### config.mk
export PLATFORM = sky130hd
export DESIGN_NAME = mdio_master
export DESIGN_NICKNAME = d
export VERILOG_FILES = /design/src/rtl/mdio_pkg.sv /design/src/rtl/mdio_clkgen.sv /design/src/rtl/mdio_rxshift.sv /design/src/rtl/mdio_master.sv
export SDC_FILE = /design/constraint.sdc
export NUM_CORES = 1
export LEC_CHECK = 0
export BUFFER_PORTS_ARGS = -buffer_cell sky130_fd_sc_hd__buf_2
export CAP_MARGIN = 5
export CORE_ASPECT_RATIO = 1.5
export CORE_MARGIN = 3
export CORE_UTILIZATION = 46
export CTS_CLUSTER_DIAMETER = 60
export CTS_CLUSTER_SIZE = 40
export DETAILED_ROUTE_END_ITERATION = 8
export HOLD_SLACK_MARGIN = 0.06
export PLACE_DENSITY = 0.79
export SLEW_MARGIN = 30
export SYNTH_ARGS = -nofsm -noshare
export SYNTH_HDL_FRONTEND = slang
export SYNTH_HIERARCHICAL = 1
export SYNTH_SLANG_ARGS = --single-unit
### constraint.sdc
create_clock -name clk -period 3.62 [get_ports clk]
set_input_delay 0 -clock clk [delete_from_list [all_inputs] [get_ports clk]]
set_output_delay 0 -clock clk [all_outputs]
set_load 0.05 [all_outputs]
### src/rtl/mdio_pkg.sv
package mdio_pkg;

    localparam int PRE_BITS  = 32;
    localparam int HDR_BITS  = 14;
    localparam int TA_BITS   = 2;
    localparam int DATA_BITS = 16;
    localparam int WORD_BITS = HDR_BITS + TA_BITS + DATA_BITS;
    localparam int CNT_W     = $clog2(PRE_BITS);

    localparam logic [1:0] START_EXT   = 2'b00;
    localparam logic [1:0] OPC_ADDRESS = 2'b00;
    localparam logic [1:0] TA_DRIVEN   = 2'b10;

    typedef struct packed {
        logic        spare;
        logic        go;
        logic [1:0]  start;
        logic [1:0]  opc;
        logic [4:0]  phy;
        logic [4:0]  dev;
        logic [15:0] regad;
    } mgmt_cmd_t;

    typedef enum logic [2:0] {
        S_IDLE,
        S_PREAMBLE,
        S_HEADER,
        S_TURN,
        S_DATA,
        S_GAP
    } frame_state_e;

endpackage

### src/rtl/mdio_clkgen.sv
module mdio_clkgen #(
    parameter int DIV_W = 8
) (
    input  logic             clk,
    input  logic             rst_n,
    input  logic             run,
    input  logic [DIV_W-1:0] half,
    output logic             mdc,
    output logic             rise_ev,
    output logic             fall_ev
);

    logic [DIV_W-1:0] cnt_q;
    logic             tick;

    assign tick    = run && (cnt_q >= half);
    assign rise_ev = tick && !mdc;
    assign fall_ev = tick && mdc;

    always_ff @(posedge clk or negedge rst_n) begin
        if (!rst_n) begin
            cnt_q <= '0;
            mdc   <= 1'b0;
        end else if (!run) begin
            cnt_q <= '0;
            mdc   <= 1'b0;
        end else if (tick) begin
            cnt_q <= '0;
            mdc   <= !mdc;
        end else begin
            cnt_q <= cnt_q + 1'b1;
        end
    end

    // clock parks low whenever no frame runs
    assert_idle_low_R8: assert property (@(posedge clk) disable iff (!rst_n)
        !run |=> !mdc);

endmodule

### src/rtl/mdio_rxshift.sv
module mdio_rxshift #(
    parameter int W = 16
) (
    input  logic         clk,
    input  logic         rst_n,
    input  logic         clr,
    input  logic         en,
    input  logic         din,
    output logic [W-1:0] data
);

    always_ff @(posedge clk or negedge rst_n) begin
        if (!rst_n) begin
            data <= '0;
        end else if (clr) begin
            data <= '0;
        end else if (en) begin
            data <= {data[W-2:0], din};
        end
    end

endmodule

### src/rtl/mdio_master.sv
module mdio_master
    import mdio_pkg::*;
#(
    parameter int DIV_W = 8
) (
    input  logic             clk,
    input  logic             rst_n,
    input  logic [DIV_W-1:0] mdc_half,
    input  logic             cmd_we,
    input  logic [31:0]      cmd_wdata,
    output logic [31:0]      cmd_rdata,
    input  logic             wd_we,
    input  logic [15:0]      wd_wdata,
    output logic [15:0]      rd_data,
    output logic             mdc,
    output logic             mdio_o,
    output logic             mdio_oe,
    input  logic             mdio_i
);

    mgmt_cmd_t              cmd_q, cmd_in;
    logic [DATA_BITS-1:0]   wd_q, rd_q, rx_word;
    frame_state_e           state_q, state_d;
    logic [CNT_W-1:0]       cnt_q, cnt_d;
    logic [WORD_BITS-1:0]   sr_q, sr_d;
    logic                   rise_ev, fall_ev, run, start, is_rd, frame_done;

    assign cmd_in     = mgmt_cmd_t'(cmd_wdata);
    assign start      = (state_q == S_IDLE) && cmd_we && cmd_in.go;
    assign is_rd      = cmd_q.opc[1];
    assign run        = (state_q != S_IDLE);
    assign frame_done = (state_q == S_GAP) && fall_ev;
    assign cmd_rdata  = cmd_q;
    assign rd_data    = rd_q;

    function automatic logic [WORD_BITS-1:0] frame_word(input mgmt_cmd_t c,
                                                        input logic [DATA_BITS-1:0] wd);
        logic [DATA_BITS-1:0] payload;
        payload = (c.start == START_EXT && c.opc == OPC_ADDRESS) ? c.regad : wd;
        return {c.start, c.opc, c.phy, c.dev, TA_DRIVEN, payload};
    endfunction

    mdio_clkgen #(.DIV_W(DIV_W)) u_clk (
        .clk     (clk),
        .rst_n   (rst_n),
        .run     (run),
        .half    (mdc_half),
        .mdc     (mdc),
        .rise_ev (rise_ev),
        .fall_ev (fall_ev)
    );

    mdio_rxshift #(.W(DATA_BITS)) u_rx (
        .clk   (clk),
        .rst_n (rst_n),
        .clr   (start),
        .en    (rise_ev && state_q == S_DATA && is_rd),
        .din   (mdio_i),
        .data  (rx_word)
    );

    // next-state logic
    always_comb begin
        state_d = state_q;
        cnt_d   = cnt_q;
        sr_d    = sr_q;
        unique case (state_q)
            S_IDLE: begin
                if (start) begin
                    state_d = S_PREAMBLE;
                    cnt_d   = '0;
                    sr_d    = frame_word(cmd_in, wd_q);
                end
            end
            S_PREAMBLE: begin
                if (fall_ev) begin
                    if (cnt_q == CNT_W'(PRE_BITS - 1)) begin
                        state_d = S_HEADER;
                        cnt_d   = '0;
                    end else begin
                        cnt_d = cnt_q + 1'b1;
                    end
                end
            end
            S_HEADER: begin
                if (fall_ev) begin
                    sr_d = {sr_q[WORD_BITS-2:0], 1'b0};
                    if (cnt_q == CNT_W'(HDR_BITS - 1)) begin
                        state_d = S_TURN;
                        cnt_d   = '0;
                    end else begin
                        cnt_d = cnt_q + 1'b1;
                    end
                end
            end
            S_TURN: begin
                if (fall_ev) begin
                    sr_d = {sr_q[WORD_BITS-2:0], 1'b0};
                    if (cnt_q == CNT_W'(TA_BITS - 1)) begin
                        state_d = S_DATA;
                        cnt_d   = '0;
                    end else begin
                        cnt_d = cnt_q + 1'b1;
                    end
                end
            end
            S_DATA: begin
                if (fall_ev) begin
                    sr_d = {sr_q[WORD_BITS-2:0], 1'b0};
                    if (cnt_q == CNT_W'(DATA_BITS - 1)) begin
                        state_d = S_GAP;
                        cnt_d   = '0;
                    end else begin
                        cnt_d = cnt_q + 1'b1;
                    end
                end
            end
            S_GAP: begin
                if (fall_ev) begin
                    state_d = S_IDLE;
                end
            end
            default: state_d = S_IDLE;
        endcase
    end

    // state register
    always_ff @(posedge clk or negedge rst_n) begin
        if (!rst_n) begin
            state_q <= S_IDLE;
            cnt_q   <= '0;
            sr_q    <= '0;
        end else begin
            state_q <= state_d;
            cnt_q   <= cnt_d;
            sr_q    <= sr_d;
        end
    end

    // host-visible registers
    always_ff @(posedge clk or negedge rst_n) begin
        if (!rst_n) begin
            cmd_q <= '0;
            wd_q  <= '0;
            rd_q  <= '0;
        end else begin
            if (state_q == S_IDLE && cmd_we) begin
                cmd_q <= cmd_in;
            end else if (frame_done) begin
                cmd_q.go <= 1'b0;
            end
            if (wd_we) begin
                wd_q <= wd_wdata;
            end
            if (frame_done && is_rd) begin
                rd_q <= rx_word;
            end
        end
    end

    // line outputs
    always_comb begin
        mdio_oe = 1'b0;
        mdio_o  = 1'b0;
        unique case (state_q)
            S_IDLE, S_GAP: begin
                mdio_oe = 1'b0;
            end
            S_PREAMBLE: begin
                mdio_oe = 1'b1;
                mdio_o  = 1'b1;
            end
            S_HEADER: begin
                mdio_oe = 1'b1;
                mdio_o  = sr_q[WORD_BITS-1];
            end
            S_TURN, S_DATA: begin
                mdio_oe = !is_rd;
                mdio_o  = is_rd ? 1'b0 : sr_q[WORD_BITS-1];
            end
            default: mdio_oe = 1'b0;
        endcase
    end

    // the line only moves while the clock is low
    assert_line_quiet_R7: assert property (@(posedge clk) disable iff (!rst_n)
        mdc |-> ($stable(mdio_o) && $stable(mdio_oe)));

    // an accepted command shows busy in the next cycle
    assert_busy_set_R2: assert property (@(posedge clk) disable iff (!rst_n)
        start |=> cmd_q.go);

    // command fields are frozen while a frame runs
    assert_ignore_busy_R9: assert property (@(posedge clk) disable iff (!rst_n)
        (state_q != S_IDLE && cmd_we) |=> (cmd_q[29:0] == $past(cmd_q[29:0])));

    // busy clears only on leaving the idle gap
    assert_done_gap_R8: assert property (@(posedge clk) disable iff (!rst_n)
        $fell(cmd_q.go) |-> ($past(state_q) == S_GAP));

    // returned data changes only when a frame completes
    assert_rdata_update_R6: assert property (@(posedge clk) disable iff (!rst_n)
        !$stable(rd_q) |-> ($past(state_q) == S_GAP));

endmodule

**Word-level counts from Yosys, hierarchy flattened**

Cells that the tools add are included.

- Register bits: 129
- RAM bits: 0
- Input port bits: 61
- Latch bits: 0
- ROM bits: 0
- Memories kept: 0
- Word-level logic and storage cells: 101

- Multiply operators: 0
- Reductions and logical operators: 26
- Bitwise logic cells: 0
- Muxes and demuxes: 36
- Shifts and indexed selects: 0
- Order comparisons: 1
- Div/mod/pow operators: 0
- $add $sub $neg: 2
- Equality and inequality tests: 21

Operators by type and width:

| operator | number |
|---|---|
| 32-bit 2-to-1 mux | 2 |
| 32-bit case mux with 2 select lines | 1 |
| 16-bit 2-to-1 mux | 3 |
| 5-bit 2-to-1 mux | 9 |
| 3-bit 2-to-1 mux | 10 |
| 5-bit case mux with 5 select lines | 1 |
| 2-bit != test (second input constant) | 10 |
| 3-bit case mux with 6 select lines | 1 |
| 8-bit 2-to-1 mux | 2 |
| 5-bit by 4-bit == test with 1-bit output (second input constant) | 2 |
| 1-bit logical AND | 10 |
| 10-bit AND reduction | 1 |
| 8-bit by 1-bit adder with 8-bit output (second input constant) | 1 |
| 8-bit >= comparator | 1 |
| 3-bit by 2-bit == test with 1-bit output (second input constant) | 2 |
| 3-bit == test (second input constant) | 2 |
| 6-bit AND reduction | 1 |
| 2-bit nonzero test | 3 |
| 5-bit by 1-bit adder with 5-bit output (second input constant) | 1 |
| 5-bit by 1-bit == test with 1-bit output (second input constant) | 1 |
| 5-bit == test (second input constant) | 1 |
| 1-bit 2-to-1 mux | 5 |
| 5-bit nonzero test | 1 |
| 2-bit zero test | 2 |
| 10 further kinds | 13 |

**Logic depth before layout (Yosys ltp)**

- Word-level depth: 7
- Gate-level depth with buffers: 13
- Depth with buffers taken out: 11

**Cells and area by module**

Netlist, hierarchy kept.

By module, submodules not included:

| module | sequential area each (um^2) | area an instance (um^2) | cells each | times used |
|---|---|---|---|---|
| mdio_master | 2602.5 | 4763.3 | 408 | 1 |
| mdio_clkgen | 225.2 | 683.2 | 69 | 1 |
| mdio_rxshift | 400.4 | 660.6 | 52 | 1 |

**Worst setup path after synthesis**

Ideal clock, no wire load.

- Path kind: register to register
- From: register u_clk.cnt_q[0]
- To: register rd_q[10] (netlist: rd_data[10])
- Arrival time: 2.755 ns
- Library setup time: 0.125 ns
- Cell stages (with the launch flop): 13
- Data required time: 3.495 ns
- Slack: 0.740 ns
- Cells stage by stage: dfrtp_1 > inv_1 > ha_1 > nand2b_4 > a2111oi_4 > o311ai_4 > and3_1 > buf_2 > nand2_1 > nor2_1 > nand2_1 > buf_2 > mux2_2

- Word-level cells in the longest chain between the ends: 5

Ends and longest elaborated chain:

| what | line | source |
|---|---|---|
| start: declaration | mdio_clkgen.sv:13 | `logic [DIV_W-1:0] cnt_q;` |
| start signal: assignment | mdio_clkgen.sv:31 | `cnt_q <= cnt_q + 1'b1;` |
| 8-bit >= comparator | mdio_clkgen.sv:16 | `assign tick = run && (cnt_q >= half);` |
| 1-bit logical AND | mdio_clkgen.sv:16 |  |
| 1-bit logical AND | mdio_clkgen.sv:18 | `assign fall_ev = tick && mdc;` |
| via fall_ev | mdio_master.sv:26 | `logic rise_ev, fall_ev, run, start, is_rd, frame_done;` |
| 1-bit logical AND | mdio_master.sv:32 | `assign frame_done = (state_q == S_GAP) && fall_ev;` |
| 1-bit logical AND | mdio_master.sv:155 | `if (frame_done && is_rd) begin` |
| end signal: assignment | mdio_master.sv:156 | `rd_q <= rx_word;` |
| end: declaration | mdio_master.sv:22 | `logic [DATA_BITS-1:0] wd_q, rd_q, rx_word;` |

The timed path passes the listed nets, and every way through them passes these cells.
A chain may end at the register's enable or synchronous reset.

**Final worst setup path**

- From: register u_clk.cnt_q[0]
- To: register rd_q[9] (netlist: rd_data[9])

Same word-level chain as after synthesis.

==> out/qor.csv <==
stage,metric,value,unit
die,rows,50,
synth,synth_ff_type,dfrtp_1,
synth,avgSynthCellArea,11.5,um^2
worst_setup_path,worstSetupPathType,reg2reg,
cts,path_clk_slew,0.06,ns
cts,cts_buffers,17,
timing,report.final.slew_viol_count,0,
worst_setup_path,cp-endpoint,rd_data[9]$_DFFE_PN0P_,
timing,hold_viol,0,
cts,cts_tree,done,
worst_setup_path,rr_worst_depth,10,
synth,synth_nets,602,
finish,stdcell_area,7840,um^2
drt,firstDrtPassIters,4,
global_route,grt_pass1_vias,4733,
pwr,irDropWorstVdd,0.540,mV
timing,finalCriticalPeriod,3.20,ns
finish,utilization,0.614,
cts,insertion_delay,0.40,ns
placed_design,portBuffers,111,
cts,cts.sinks,129,
die,core_area,12800,um^2
drt,wirelength,13800,um
pwr,seqPwrFrac,0.363,
cts,cts_resized,0,
global_route,antenna_found_initial,0,
placed_design,dpl.hpwl,9040,um
drt,first_iter_violations,178,
pwr,p_sw,2.28,mW
synth,yosysSeqAreaShare,0.529,
cts,htreeDepth,4,
synth,yosysUniqueCellTypes,57,
global_route,grt_first_pass_wirelength,23100,um
finish,instances_no_fill,855,
die,dieArea,14700,um^2
drt,routedWlPerCell,16.2,um
timing,max_clock_freq,312,MHz
drt,ant_nets,0,
pwr,p_clk_frac,0.293,
timing,tightest_slew,0.843,ns
synth,netlist_instances,529,
worst_setup_path,reg2reg_slack,0.42,ns
worst_setup_path,worstPathRequired,3.90,ns
synth,synth_edf_count,0,
worst_setup_path,crit_path_max_fanout,16,
cts,clockBufferDepth,2,
drt,num_vias,4522,
worst_setup_path,critPathArrivalTime,3.48,ns
finish,multi_input_area,2640,um^2
timing,slew-limit-headroom,0.438,
die,ios,112,
synth,synth_warnings,6,
cts,postCtsSetupRepairBufs,0,
placed_design,placed_cell_area,6730,um^2
die,initial_core_util,0.479,
timing,rsz0062_at_grt,false,
global_route,grt_usage,0.196,
placed_design,dp.cells,773,
timing,fin_tns_setup,0,ns
global_route,grt_max_degree,68,
drt,drcViolationCount,0,
synth,async_reset_ff_frac,1.00,
finish,fillers,1009,
finish,area_delta_synth_final,28.3,%
placed_design,place_congestion,0.878,
pwr,cellLeakagePower,3.71,nW
outcome,status,"complete, no violations",
finish,n_antenna_cell,0,
worst_setup_path,r2r-end,rd_data[9]$_DFFE_PN0P_,
pwr,p_per_area,753,nW/um^2
pwr,p_sw_frac,0.387,
pwr,intPower,3.62,mW
drt,viasPerCell,5.29,
pwr,combPwrFrac,0.344,
worst_hold_path,hold_class,in2reg,
worst_setup_path,r2r_start,u_clk/cnt_q[0]$_DFF_PN0_,
cts,postCtsHoldBufs,50,
timing,fin_crit_sh,0.884,
synth,netlist_area,6110,um^2
die,die_h,147,um
synth,synth-seq-cells,129,
worst_setup_path,critPathLaunch,u_clk/cnt_q[0]$_DFF_PN0_,
cts,ctsRootBufferMaster,clkbuf_16,
timing,fin_skew,0.00951,ns
finish,fin_nets,759,
worst_setup_path,worstSetupEndpointType,register,
timing,finalSetupViolCount,0,
finish,ff_latch_area,3230,um^2
finish,drive_gt1_frac,0.322,
worst_setup_path,startpoint_type,register,
global_route,grt-ovfl-total,0,
die,die_x,100,um
flow_run,cap_violations,0,
## metrics by stage
step           setup slack, ns  hold WS (ns)  power, mW
3_3_place_gp             0.573         0.139       4.05
2_1_floorplan            0.740        -0.296       3.65
6_report                 0.419         0.109       5.90
5_1_grt                  0.179         0.120       6.22
3_5_place_dp             0.430         0.151       4.14
4_1_cts                  0.412        0.0914       5.92
## worst min path at each step
| stage | to | start | cells past startpoint | slack (ns) |
|---|---|---|---|---|
| after global routing | wd_q[2]$_DFFE_PN0P_ | wd_we | 2 | 0.12 |
| after floorplan | cmd_rdata[0]$_DFFE_PN0P_ | rst_n | 0 | -0.30 |
| after global placement | rd_data[2]$_DFFE_PN0P_ | rst_n | 1 | 0.14 |
| after detailed placement | rd_data[2]$_DFFE_PN0P_ | rst_n | 1 | 0.15 |
| after CTS | cnt_q[0]$_DFFE_PN0P_ | cmd_wdata[30] | 4 | 0.09 |
| final | cnt_q[0]$_DFFE_PN0P_ | cmd_wdata[30] | 4 | 0.11 |
## kinds of logic after synthesis
group,Yosys count,share of synthesized area
simple gates,135,0.106
mux,109,0.192
compound gates,91,0.0990
buf+inv,46,0.0397
xor+xnor,6,0.00860
flops,129,0.529
fa+ha+maj,13,0.0262
## metal layers
layer / vias to the layer above / track usage / share of wire
met2: 143 / 0.344 / 0.53
met3: 19 / 0.0485 / 0.045
met5: - / 0 / 0
met4: 0 / 0.0641 / 0.016
li1: 2179 / - / -
met1: 2181 / 0.234 / 0.40
## cells in the final DEF, fill, tap and decap left out, drive strengths merged, types with 2 or more instances in the layout
cell         instances
nand2b               6
xor2                 5
a21oi               19
o21bai               2
a22oi                6
nor2                42
nand2               45
buf                118
clkinv               5
a31oi                2
dlygate4sd3         50
o221a                2
nand4                2
clkinvlp             4
dfrtp              129
nor3                 9
clkbuf              19
bufinv               3
nor2b                4
o31ai                3
and3b                3
mux2i               46
o211ai               2
and3                 5
mux2                63
nand3               10
inv                 17
ha                  12
o21ai               43
or4                  2
or2                  2
## registers in the layout (all words and copies together), names as in the netlist, 3 cells and up
name	cells
cmd_rdata	32
sr_q	32
rd_data	16
u_rx/data	16
wd_q	16
u_clk/cnt_q	8
cnt_q	5
state_q	3
## power groups by stage
stage                     sequential [mW]  clock (mW)  combinational [mW]
after floorplan                      2.68           0               0.968
after global placement               2.13           0                1.93
after detailed placement             2.15           0                1.98
after CTS                            2.14        1.76                2.03
after global routing                 2.20        1.82                2.20
final                                2.14        1.73                2.03
## area by class of cell
cell class / instances / area share
Clock inverter: 13 / 0.0206
Multi-Input combinational cell: 354 / 0.337
Timing Repair Buffer: 168 / 0.142
Tap cell: 156 / 0.0249
Sequential cell: 129 / 0.412
Inverter: 16 / 0.00766
Clock buffer: 19 / 0.0565
## worst max-delay path, cell delays in order (launching register included)
cell       delay [ns]
dfrtp_1          0.43
inv_1            0.07
ha_1             0.30
nand2b_4         0.15
a2111oi_4        0.45
o311ai_4         0.21
and3_1           0.34
nand2_1          0.19
nor2_1           0.06
nand2_1          0.48
mux2_2           0.41
## synthesized netlist by cell type (2+ instances only)
library cell,instances,area share
o31ai_1,3,0.0037
mux2i_1,46,0.075
a22oi_2,2,0.0041
buf_4,2,0.0025
buf_6,4,0.0074
nor2b_1,4,0.0041
xor2_1,5,0.0072
ha_1,12,0.025
and3_1,5,0.0051
a21oi_1,19,0.016
buf_2,13,0.011
o221a_2,2,0.0037
dfrtp_1,129,0.53
and3b_1,3,0.0043
mux2_2,63,0.12
nand4_1,2,0.0020
or4_1,2,0.0025
a31oi_1,2,0.0020
nand2b_1,5,0.0051
a22oi_1,4,0.0049
o21ai_1,2,0.0016
nand2_1,45,0.028
nor3_1,9,0.0074
o21bai_1,2,0.0025
o211ai_1,2,0.0025
buf_1,2,0.0012
clkbuf_1,8,0.0049
inv_1,16,0.0098
nor2_1,41,0.025
o21ai_0,39,0.032
nand3_1,10,0.0082
No activity file was read; power rests on OpenSTA's default activity.
